**src/rtl/lsq_pkg.sv**
```systemverilog
`timescale 1ns/1ps
package lsq_pkg;

  typedef enum logic [1:0] {
    ACT_NONE = 2'd0,
    ACT_MEM  = 2'd1,
    ACT_FWD  = 2'd2,
    ACT_WAIT = 2'd3
  } ld_act_e;

  // Strobes from the sequencing control to the entry datapath
  typedef struct packed {
    logic allocLd;
    logic allocSt;
    logic freeLd;
    logic freeSt;
  } lsq_strobe_t;

endpackage

```
**src/rtl/lsq_ctrl.sv**
```systemverilog
`timescale 1ns/1ps
module lsq_ctrl
  import lsq_pkg::*;
#(
  parameter int LQ_DEPTH = 4,
  parameter int SQ_DEPTH = 4,
  parameter int LQ_IDX_W = $clog2(LQ_DEPTH),
  parameter int SQ_IDX_W = $clog2(SQ_DEPTH),
  parameter int AGE_W    = $clog2(LQ_DEPTH + SQ_DEPTH) + 1
) (
  input  logic                clk,
  input  logic                rstN,
  input  logic                allocValid,
  input  logic                allocIsStore,
  input  logic                ldRetire,
  input  logic                stCommit,
  output lsq_strobe_t         stb,
  output logic [LQ_IDX_W-1:0] ldHead,
  output logic [LQ_IDX_W-1:0] ldTail,
  output logic [SQ_IDX_W-1:0] stHead,
  output logic [SQ_IDX_W-1:0] stTail,
  output logic [AGE_W-1:0]    allocAge,
  output logic                lqFull,
  output logic                sqFull
);

  localparam int LQ_CNT_W = $clog2(LQ_DEPTH + 1);
  localparam int SQ_CNT_W = $clog2(SQ_DEPTH + 1);

  logic [LQ_CNT_W-1:0] ldCount;
  logic [SQ_CNT_W-1:0] stCount;

  function automatic logic [LQ_IDX_W-1:0] ldNext(input logic [LQ_IDX_W-1:0] p);
    return (p == LQ_IDX_W'(LQ_DEPTH - 1)) ? '0 : p + 1'b1;
  endfunction

  function automatic logic [SQ_IDX_W-1:0] stNext(input logic [SQ_IDX_W-1:0] p);
    return (p == SQ_IDX_W'(SQ_DEPTH - 1)) ? '0 : p + 1'b1;
  endfunction

  assign lqFull = (ldCount == LQ_CNT_W'(LQ_DEPTH));
  assign sqFull = (stCount == SQ_CNT_W'(SQ_DEPTH));

  always_comb begin
    stb.allocLd = allocValid && !allocIsStore && !lqFull;
    stb.allocSt = allocValid &&  allocIsStore && !sqFull;
    stb.freeLd  = ldRetire && (ldCount != '0);
    stb.freeSt  = stCommit && (stCount != '0);
  end

  always_ff @(posedge clk) begin
    if (!rstN) begin
      ldHead   <= '0;
      ldTail   <= '0;
      stHead   <= '0;
      stTail   <= '0;
      ldCount  <= '0;
      stCount  <= '0;
      allocAge <= '0;
    end else begin
      if (stb.allocLd) ldTail <= ldNext(ldTail);
      if (stb.freeLd)  ldHead <= ldNext(ldHead);
      if (stb.allocSt) stTail <= stNext(stTail);
      if (stb.freeSt)  stHead <= stNext(stHead);
      if (stb.allocLd && !stb.freeLd)      ldCount <= ldCount + 1'b1;
      else if (!stb.allocLd && stb.freeLd) ldCount <= ldCount - 1'b1;
      if (stb.allocSt && !stb.freeSt)      stCount <= stCount + 1'b1;
      else if (!stb.allocSt && stb.freeSt) stCount <= stCount - 1'b1;
      if (stb.allocLd || stb.allocSt) allocAge <= allocAge + 1'b1;
    end
  end


  lq_bound_chk: assert property (@(posedge clk) disable iff (!rstN)
    ldCount <= LQ_CNT_W'(LQ_DEPTH));


  sq_bound_chk: assert property (@(posedge clk) disable iff (!rstN)
    stCount <= SQ_CNT_W'(SQ_DEPTH));


  lq_full_hold_chk: assert property (@(posedge clk) disable iff (!rstN)
    (lqFull && allocValid && !allocIsStore) |=> (ldTail == $past(ldTail)));

endmodule

```
**src/rtl/lsq_datapath.sv**
```systemverilog
`timescale 1ns/1ps
module lsq_datapath
  import lsq_pkg::*;
#(
  parameter int LQ_DEPTH = 4,
  parameter int SQ_DEPTH = 4,
  parameter int ADDR_W   = 8,
  parameter int DATA_W   = 32,
  parameter int LQ_IDX_W = $clog2(LQ_DEPTH),
  parameter int SQ_IDX_W = $clog2(SQ_DEPTH),
  parameter int AGE_W    = $clog2(LQ_DEPTH + SQ_DEPTH) + 1
) (
  input  logic                clk,
  input  logic                rstN,
  input  lsq_strobe_t         stb,
  input  logic [LQ_IDX_W-1:0] allocLdIdx,
  input  logic [SQ_IDX_W-1:0] allocStIdx,
  input  logic [AGE_W-1:0]    allocAge,
  input  logic [1:0]          allocSize,
  input  logic [LQ_IDX_W-1:0] freeLdIdx,
  input  logic [SQ_IDX_W-1:0] freeStIdx,
  input  logic                staValid,
  input  logic [SQ_IDX_W-1:0] staIdx,
  input  logic [ADDR_W-1:0]   staAddr,
  input  logic                stdValid,
  input  logic [SQ_IDX_W-1:0] stdIdx,
  input  logic [DATA_W-1:0]   stdData,
  input  logic                ldReqValid,
  input  logic [LQ_IDX_W-1:0] ldReqIdx,
  input  logic [ADDR_W-1:0]   ldReqAddr,
  output ld_act_e             ldAction,
  output logic [DATA_W-1:0]   ldFwdData,
  input  logic                stIssueValid,
  input  logic [SQ_IDX_W-1:0] stIssueIdx,
  output logic                stIssueOk,
  output logic                replayValid,
  output logic [LQ_DEPTH-1:0] replayMask
);

  localparam int OFF_W = $clog2(DATA_W / 8);

  // Load queue state
  logic [LQ_DEPTH-1:0] ldValid, ldIssued, ldAddrValid;
  logic [AGE_W-1:0]    ldAge  [LQ_DEPTH];
  logic [1:0]          ldSize [LQ_DEPTH];
  logic [ADDR_W-1:0]   ldAddr [LQ_DEPTH];

  // Store queue state
  logic [SQ_DEPTH-1:0] stValid, stIssued, stAddrValid, stDataValid;
  logic [AGE_W-1:0]    stAge  [SQ_DEPTH];
  logic [1:0]          stSize [SQ_DEPTH];
  logic [ADDR_W-1:0]   stAddr [SQ_DEPTH];
  logic [DATA_W-1:0]   stData [SQ_DEPTH];

  // a strictly older than b, modulo the age range
  function automatic logic isOlder(input logic [AGE_W-1:0] a, input logic [AGE_W-1:0] b);
    logic [AGE_W-1:0] d;
    d = b - a;
    return (d != '0) && !d[AGE_W-1];
  endfunction

  function automatic logic spanHit(input logic [ADDR_W-1:0] a, input logic [1:0] sa,
                                   input logic [ADDR_W-1:0] b, input logic [1:0] sb);
    logic [1:0] m;
    m = (sa > sb) ? sa : sb;
    return (a >> m) == (b >> m);
  endfunction

  function automatic logic covers(input logic [ADDR_W-1:0] sAddr, input logic [1:0] sSz,
                                  input logic [ADDR_W-1:0] lAddr, input logic [1:0] lSz);
    return (sSz >= lSz) && ((sAddr >> sSz) == (lAddr >> sSz));
  endfunction

  function automatic logic [DATA_W-1:0] widthMask(input logic [1:0] sz);
    case (sz)
      2'd0:    return DATA_W'(8'hFF);
      2'd1:    return DATA_W'(16'hFFFF);
      default: return '1;
    endcase
  endfunction

  // ---------------- load search over older stores ----------------
  logic [AGE_W-1:0]    reqAge;
  logic [1:0]          reqSize;
  logic                reqLive;
  logic [SQ_DEPTH-1:0] cand, youngest;
  logic                hit;
  logic [ADDR_W-1:0]   selAddr;
  logic [1:0]          selSize;
  logic [DATA_W-1:0]   selData;
  logic                selHasData;
  logic [OFF_W-1:0]    selOff;
  logic                ldIssueNow;

  always_comb begin
    reqAge  = ldAge[ldReqIdx];
    reqSize = ldSize[ldReqIdx];
    reqLive = ldReqValid && ldValid[ldReqIdx];
    for (int j = 0; j < SQ_DEPTH; j++) begin
      cand[j] = stValid[j] && stAddrValid[j] && isOlder(stAge[j], reqAge) &&
                spanHit(stAddr[j], stSize[j], ldReqAddr, reqSize);
    end
    for (int j = 0; j < SQ_DEPTH; j++) begin
      youngest[j] = cand[j];
      for (int k = 0; k < SQ_DEPTH; k++) begin
        if (k != j && cand[k] && isOlder(stAge[j], stAge[k])) youngest[j] = 1'b0;
      end
    end
    hit        = |cand;
    selAddr    = '0;
    selSize    = '0;
    selData    = '0;
    selHasData = 1'b0;
    for (int j = 0; j < SQ_DEPTH; j++) begin
      if (youngest[j]) begin
        selAddr    = stAddr[j];
        selSize    = stSize[j];
        selData    = stData[j];
        selHasData = stDataValid[j];
      end
    end
    selOff = ldReqAddr[OFF_W-1:0] - selAddr[OFF_W-1:0];
    if (!reqLive)                                                        ldAction = ACT_NONE;
    else if (!hit)                                                       ldAction = ACT_MEM;
    else if (selHasData && covers(selAddr, selSize, ldReqAddr, reqSize)) ldAction = ACT_FWD;
    else                                                                 ldAction = ACT_WAIT;
    ldFwdData  = (selData >> {selOff, 3'b000}) & widthMask(reqSize);
    ldIssueNow = (ldAction == ACT_MEM) || (ldAction == ACT_FWD);
  end

  // ---------------- ordering violation search ----------------
  logic [AGE_W-1:0]    sAge;
  logic [1:0]          sSize;
  logic                staLive;
  logic [LQ_DEPTH-1:0] llHit, stHit, replayNext;

  assign sAge    = stAge[staIdx];
  assign sSize   = stSize[staIdx];
  assign staLive = staValid && stValid[staIdx];

  for (genvar i = 0; i < LQ_DEPTH; i++) begin : g_ldChk
    assign llHit[i] = ldIssueNow && ldValid[i] && ldIssued[i] && ldAddrValid[i] &&
                      isOlder(reqAge, ldAge[i]) &&
                      spanHit(ldAddr[i], ldSize[i], ldReqAddr, reqSize);
    assign stHit[i] = staLive && ldValid[i] && isOlder(sAge, ldAge[i]) &&
                      ((ldIssued[i] && ldAddrValid[i] &&
                        spanHit(ldAddr[i], ldSize[i], staAddr, sSize)) ||
                       (ldIssueNow && (ldReqIdx == LQ_IDX_W'(i)) &&
                        spanHit(ldReqAddr, reqSize, staAddr, sSize)));
  end

  assign replayNext  = llHit | stHit;
  assign replayValid = |replayMask;

  // ---------------- store issue gate ----------------
  logic olderPending;

  always_comb begin
    olderPending = 1'b0;
    for (int i = 0; i < LQ_DEPTH; i++) begin
      if (ldValid[i] && !ldIssued[i] && isOlder(ldAge[i], stAge[stIssueIdx]))
        olderPending = 1'b1;
    end
    stIssueOk = stIssueValid && stValid[stIssueIdx] && stAddrValid[stIssueIdx] &&
                stDataValid[stIssueIdx] && !olderPending;
  end

  // ---------------- state update ----------------
  always_ff @(posedge clk) begin
    if (!rstN) begin
      ldValid     <= '0;
      ldIssued    <= '0;
      ldAddrValid <= '0;
      stValid     <= '0;
      stIssued    <= '0;
      stAddrValid <= '0;
      stDataValid <= '0;
      replayMask  <= '0;
      for (int i = 0; i < LQ_DEPTH; i++) begin
        ldAge[i]  <= '0;
        ldSize[i] <= '0;
        ldAddr[i] <= '0;
      end
      for (int j = 0; j < SQ_DEPTH; j++) begin
        stAge[j]  <= '0;
        stSize[j] <= '0;
        stAddr[j] <= '0;
        stData[j] <= '0;
      end
    end else begin
      if (stb.allocLd) begin
        ldValid[allocLdIdx]     <= 1'b1;
        ldAge[allocLdIdx]       <= allocAge;
        ldSize[allocLdIdx]      <= allocSize;
        ldAddrValid[allocLdIdx] <= 1'b0;
        ldIssued[allocLdIdx]    <= 1'b0;
      end
      if (stb.freeLd) ldValid[freeLdIdx] <= 1'b0;
      if (reqLive) begin
        ldAddr[ldReqIdx]      <= ldReqAddr;
        ldAddrValid[ldReqIdx] <= 1'b1;
        if (ldIssueNow) ldIssued[ldReqIdx] <= 1'b1;
      end
      for (int i = 0; i < LQ_DEPTH; i++) begin
        if (replayNext[i]) ldIssued[i] <= 1'b0;
      end
      replayMask <= replayNext;

      if (stb.allocSt) begin
        stValid[allocStIdx]     <= 1'b1;
        stAge[allocStIdx]       <= allocAge;
        stSize[allocStIdx]      <= allocSize;
        stAddrValid[allocStIdx] <= 1'b0;
        stDataValid[allocStIdx] <= 1'b0;
        stIssued[allocStIdx]    <= 1'b0;
      end
      if (stb.freeSt) stValid[freeStIdx] <= 1'b0;
      if (staLive) begin
        stAddr[staIdx]      <= staAddr;
        stAddrValid[staIdx] <= 1'b1;
      end
      if (stdValid && stValid[stdIdx]) begin
        stData[stdIdx]      <= stdData;
        stDataValid[stdIdx] <= 1'b1;
      end
      if (stIssueOk) stIssued[stIssueIdx] <= 1'b1;
    end
  end


  replay_clears_chk: assert property (@(posedge clk) disable iff (!rstN)
    replayValid |-> ((replayMask & ldIssued) == '0));


  ld_free_chk: assert property (@(posedge clk) disable iff (!rstN)
    stb.freeLd |=> !ldValid[$past(freeLdIdx)]);


  st_free_chk: assert property (@(posedge clk) disable iff (!rstN)
    stb.freeSt |=> !stValid[$past(freeStIdx)]);


  st_issue_mark_chk: assert property (@(posedge clk) disable iff (!rstN)
    (stIssueOk && !(stb.freeSt && freeStIdx == stIssueIdx)) |=> stIssued[$past(stIssueIdx)]);

endmodule

```
**src/rtl/lsq_disambig.sv**
```systemverilog
`timescale 1ns/1ps
module lsq_disambig
  import lsq_pkg::*;
#(
  parameter int LQ_DEPTH = 4,
  parameter int SQ_DEPTH = 4,
  parameter int ADDR_W   = 8,
  parameter int DATA_W   = 32,
  localparam int LQ_IDX_W = $clog2(LQ_DEPTH),
  localparam int SQ_IDX_W = $clog2(SQ_DEPTH)
) (
  input  logic                clk,
  input  logic                rstN,
  input  logic                allocValid,
  input  logic                allocIsStore,
  input  logic [1:0]          allocSize,
  output logic [LQ_IDX_W-1:0] allocLdIdx,
  output logic [SQ_IDX_W-1:0] allocStIdx,
  output logic                lqFull,
  output logic                sqFull,
  input  logic                staValid,
  input  logic [SQ_IDX_W-1:0] staIdx,
  input  logic [ADDR_W-1:0]   staAddr,
  input  logic                stdValid,
  input  logic [SQ_IDX_W-1:0] stdIdx,
  input  logic [DATA_W-1:0]   stdData,
  input  logic                ldReqValid,
  input  logic [LQ_IDX_W-1:0] ldReqIdx,
  input  logic [ADDR_W-1:0]   ldReqAddr,
  output logic [1:0]          ldAction,
  output logic [DATA_W-1:0]   ldFwdData,
  input  logic                stIssueValid,
  input  logic [SQ_IDX_W-1:0] stIssueIdx,
  output logic                stIssueOk,
  input  logic                ldRetire,
  input  logic                stCommit,
  output logic                replayValid,
  output logic [LQ_DEPTH-1:0] replayMask
);

  localparam int AGE_W = $clog2(LQ_DEPTH + SQ_DEPTH) + 1;

  lsq_strobe_t         stb;
  logic [LQ_IDX_W-1:0] ldHead;
  logic [SQ_IDX_W-1:0] stHead;
  logic [AGE_W-1:0]    allocAge;
  ld_act_e             actionE;

  lsq_ctrl #(
    .LQ_DEPTH(LQ_DEPTH), .SQ_DEPTH(SQ_DEPTH),
    .LQ_IDX_W(LQ_IDX_W), .SQ_IDX_W(SQ_IDX_W), .AGE_W(AGE_W)
  ) i_ctrl (
    .clk(clk), .rstN(rstN),
    .allocValid(allocValid), .allocIsStore(allocIsStore),
    .ldRetire(ldRetire), .stCommit(stCommit),
    .stb(stb),
    .ldHead(ldHead), .ldTail(allocLdIdx),
    .stHead(stHead), .stTail(allocStIdx),
    .allocAge(allocAge), .lqFull(lqFull), .sqFull(sqFull)
  );

  lsq_datapath #(
    .LQ_DEPTH(LQ_DEPTH), .SQ_DEPTH(SQ_DEPTH), .ADDR_W(ADDR_W), .DATA_W(DATA_W),
    .LQ_IDX_W(LQ_IDX_W), .SQ_IDX_W(SQ_IDX_W), .AGE_W(AGE_W)
  ) i_dp (
    .clk(clk), .rstN(rstN), .stb(stb),
    .allocLdIdx(allocLdIdx), .allocStIdx(allocStIdx),
    .allocAge(allocAge), .allocSize(allocSize),
    .freeLdIdx(ldHead), .freeStIdx(stHead),
    .staValid(staValid), .staIdx(staIdx), .staAddr(staAddr),
    .stdValid(stdValid), .stdIdx(stdIdx), .stdData(stdData),
    .ldReqValid(ldReqValid), .ldReqIdx(ldReqIdx), .ldReqAddr(ldReqAddr),
    .ldAction(actionE), .ldFwdData(ldFwdData),
    .stIssueValid(stIssueValid), .stIssueIdx(stIssueIdx), .stIssueOk(stIssueOk),
    .replayValid(replayValid), .replayMask(replayMask)
  );

  assign ldAction = actionE;

endmodule

```
**config.mk**
```make
export PLATFORM = sky130hd
export DESIGN_NAME = lsq_disambig
export DESIGN_NICKNAME = d
export VERILOG_FILES = /design/src/rtl/lsq_pkg.sv /design/src/rtl/lsq_ctrl.sv /design/src/rtl/lsq_datapath.sv /design/src/rtl/lsq_disambig.sv
export SDC_FILE = /design/constraint.sdc
export NUM_CORES = 1
export LEC_CHECK = 0
export ABC_CLOCK_PERIOD_IN_PS = 7150
export BUFFER_PORTS_ARGS = -buffer_cell sky130_fd_sc_hd__buf_2
export CORE_MARGIN = 1
export CORE_UTILIZATION = 35
export CTS_BUF_LIST = sky130_fd_sc_hd__clkbuf_8
export DETAILED_ROUTE_END_ITERATION = 16
export GPL_TIMING_DRIVEN = 1
export PLACE_DENSITY = 0.58
export SLEW_MARGIN = 20
export SYNTH_ARGS = -nofsm -noshare
export SYNTH_HDL_FRONTEND = slang
export SYNTH_SLANG_ARGS = --single-unit
```
**constraint.sdc**
```tcl
create_clock -name clk -period 7.15 [get_ports clk]
set_clock_uncertainty 0.1 [all_clocks]
set_input_delay 0.3575 -clock clk [delete_from_list [all_inputs] [get_ports clk]]
set_output_delay 0.3575 -clock clk [all_outputs]
set_load 0.005 [all_outputs]
```
==> results.tsv <==
stage	metric	value	unit
placement	PortBufs	113	
synthesis	Cell Area, Synth	0.0193	mm2
placement	area post-placement	0.0206	mm2
synthesis	Async S/R FF share, synth	0	%
setup_path	FF-to-FF path depth	17	
run_status	status	finished, final reports clean	
die	Die Width	237	um
pwr	Max IR drop VDD	129	uV
setup_path	Critical Path End Type	output port	
setup_path	Critical Path RT	6.69	ns
setup_path	Worst Path Arrival	6.29	ns
setup_path	Crit Path Category	flop to output port	
grt	vias in the first global route	14068	
synthesis	dominant synthesized flop cell	edfxtp_1	
die	I/O Pins	114	
synthesis	simple-gate share of the synthesized area	17.0	%
die	Die Footprint	0.0560	mm2
timing	fmax	0.148	GHz
flow_run	Max Cap Violations	0	
clock_tree	total CTS buffers	47	
die	Core ar.	0.0541	mm2
timing	Hold Slack	0.0354	ns
timing	final setup fails	0	
synthesis	post-synth net total	2041	
routing	DR iter-0 viols	1169	
grt	largest net degree at the start of global routing	47	
timing	slew at the pin closest to its max-slew limit	1.05	ns
die	chip height	237	um
cells_and_area	Reg area	0.00813	mm2
routing	DR vias	14459	
clock_tree	root buf cell	clkbuf_8	
synthesis	largest family of logic cells by synthesized area	simple AND/OR/NAND/NOR gates	
synthesis	largest cells by area after synthesis	edfxtp_1 37%, ha_1 9.4%, and2_1 7.1%	
synthesis	top cell type's share of synthesized area	37.4	%
setup_path	R2R Path End	i_dp.ldIssued[2]	
synthesis	Seq cells post-synth	286	
synthesis	Distinct cells, synth	86	
synthesis	post-synthesis mux area share	4.77	%
cells_and_area	multi-input logic area	0.0104	mm2
clock_tree	clk sinks	286	
synthesis	post-synthesis adder-cell area fraction	11.8	%
routing	post-DR wirelength/cell	21.5	um
synthesis	number of synthesized flops with an enable pin	240	
cells_and_area	fraction of layout cells with a size suffix above 1	14.2	%
cells_and_area	fin area	0.0219	mm2
timing	Max-slew headroom	30.0	%
synthesis	post-synthesis sequential area ratio	42.2	%
setup_path	startpoint types	flop	
grt	first-pass GRT wire length	87100	um
cells_and_area	area grow syn2layout	13.8	%
routing	DRT antenna net count	0	
synthesis	Yosys top cell by area	edfxtp_1	
clock_tree	Clock Latency Late Sink	0.60	ns
clock_tree	Clk pin slew, worst setup/hold paths	0.07	ns
timing	max-slew violations	0	
synthesis	syn_area_per_cell	10.7	um2
grt	antenna violations before repair	3	
setup_path	CP max FO	13	
pwr	Leakage	0.00888	uW
clock_tree	Max clock buf depth	3	
synthesis	Post-Synthesis Cells	1805	
clock_tree	CTS tree	built	
routing	first drt pass iteration count	6	
grt	GR Util All Layers	20.3	%
placement	DP HPWL	41600	um
cells_and_area	fin util	40.5	%
die	# rows	85	
routing	final wirelength	57500	um
clock_tree	H-tree levels	2	
routing	DRC viols	0	
grt	gr ovfl total	0	
clock_tree	Post-CTS Repair Setup Buffers	0	
timing	RSZ-0062 raised after global routing	no	
synthesis	XOR/XNOR share of the synthesized area	8.41	%
cells_and_area	Final Net Count	2176	
synthesis	compound-gate portion of the synthesized area	11.7	%
timing	Tcrit/Tclk final	94.4	%
synthesis	Synthesis Warnings	0	
die	Starting Density	35.6	%
cells_and_area	Filler cells	5167	
timing	Period minus WS final	6.75	ns
setup_path	Critical Path End	ldAction[0]	
placement	gpl congestion	0.904	
min_path	Worst Hold Class	input port to flop	
pwr	Final Total Pwr	4260	uW
timing	Final Hold Vio Count	0	
timing	total negative slack	0	ns
setup_path	flop2flop setup slack	1.11	ns
routing	vias per cell	5.40	
pwr	Power Density	194	mW/mm2
setup_path	Crit. Startpoint	i_dp.ldSize[2][1]	
setup_path	Reg-to-Reg Start	i_dp.ldSize[2][1]	
cells in the final DEF, fill, tap and decap left out, types with 8 or more instances in the layout:
cell type,Yosys,layout
a211oi_1,9,8
a21o_1,24,24
a21oi_1,85,85
a221oi_1,9,9
a22o_1,15,15
a22oi_1,8,8
a311oi_1,8,8
a31o_2,12,12
a31oi_1,9,9
and2_1,218,218
and3_1,36,35
buf_2,7,113
buf_4,2,26
clkbuf_8,0,57
dfxtp_1,46,46
dlygate4sd3_1,0,33
edfxtp_1,240,240
fa_1,24,24
ha_1,144,144
inv_1,108,121
mux2_2,13,13
mux2i_1,34,34
mux4_2,18,18
nand2_1,82,82
nand2b_1,30,27
nand3_1,35,34
nand4_1,22,22
nor2_1,71,71
nor2b_1,17,17
nor3_1,23,23
nor4_1,13,13
o211ai_1,11,11
o21ai_0,52,50
o22ai_1,13,13
or3_1,8,8
xnor2_1,76,76
xor2_1,95,95
cell families after synthesis:
logic type,Yosys count
xor gates and xnor gates,177
buffers and inverters,199
and+or+nand+nor,587
DFF,286
AOI/OAI and AO/OA,322
muxes,66
adders and majority gates,168
stage by stage:
step                setup WS (ns)  cells
floorplan                   0.788   1805
global placement            0.458   2554
detailed placement          0.331   2554
CTS                         0.127   2674
global route               0.0310   2674
finish                      0.400   2676
per-layer routing:
layer | track usage, % | vias up | share of wire, %
met1 | 29.0 | 7055 | 46
li1 | - | 6773 | -
met2 | 31.9 | 537 | 45
met5 | 0 | - | 0.017
met4 | 6.81 | 2 | 3.0
met3 | 2.52 | 92 | 6.5
timing repair:
item | 4_1_cts | 5_1_grt
endpoints found under the hold margin | 123 | 0
hold buffers | 33 | 0
resized for setup | 1 | 5
endpoints found under the setup margin | 8 | 21
how the worst min path moves through the flow:
stage / startpoint / endpoint / cells past startpoint
after floorplan: i_dp.stAddrValid[3] / i_dp.stAddrValid[3] / 2
after global placement: i_dp.stAddrValid[3] / i_dp.stAddrValid[3] / 2
after detailed placement: i_dp.stAddrValid[3] / i_dp.stAddrValid[3] / 2
after CTS: stdData[10] / i_dp.stData[3][10] / 2
after global routing: stdData[10] / i_dp.stData[0][10] / 2
final: stdData[10] / i_dp.stData[3][10] / 2
Yosys cell counts (all sizes together), types with 9 or more instances:
library cell  number
a221oi             9
ha               144
buf               19
a31o              12
fa                24
a22o              15
dfxtp             46
nand3             35
o21ai             53
a21o              24
nor3b              9
nand2             82
nand4             22
a21oi             85
xor2              97
inv              109
a31oi              9
o211ai            12
nand2b            30
mux2              13
edfxtp           240
mux4              19
a211oi            10
nor3              25
nor4              13
o22ai             13
and3              36
xnor2             76
mux2i             34
nor2b             17
nor2              71
a22oi             10
and2             218
clkbuf            69
layout make-up:
type	instances	area share (%)
antenna	2	0.0228
inverter	111	1.92
timing repair buffer	174	5.12
clock buffer	57	3.58
sequential	286	37.1
multi-input combinational	1320	47.5
clock inverter	30	0.799
tap	696	3.97
state kept, by name (all words and copies together), names as in the netlist, 4 cells and up:
register,flops
i_dp.stValid,4
i_dp.stAge,16
i_dp.ldAddrValid,4
i_dp.stAddrValid,4
i_dp.ldValid,4
i_dp.stDataValid,4
i_ctrl.allocAge,4
i_dp.replayMask,4
i_dp.ldIssued,4
i_dp.ldAge,16
i_dp.stSize,8
i_dp.stAddr,32
i_dp.ldAddr,32
i_dp.stData,128
i_dp.ldSize,8
report_power, final:
group	internal (uW)	switching [uW]
logic	338	479
clock network	765	697
registers	1890	93.3
worst max-delay path: stages (launching register included):
cell       delay (ns)
edfxtp_1         0.51
mux4_2           0.67
inv_1            0.28
buf_4            0.29
ha_1             0.29
o22ai_1          0.22
mux2i_1          0.24
o2111ai_2        0.31
o31ai_1          0.64
a211oi_4         0.15
nor3_4           0.41
a221oi_1         0.15
a211oi_2         0.36
ha_1             0.31
o21ai_0          0.29
a21oi_1          0.07
a21oi_1          0.29
buf_2            0.21
Power figures use the tool's default switching activity.
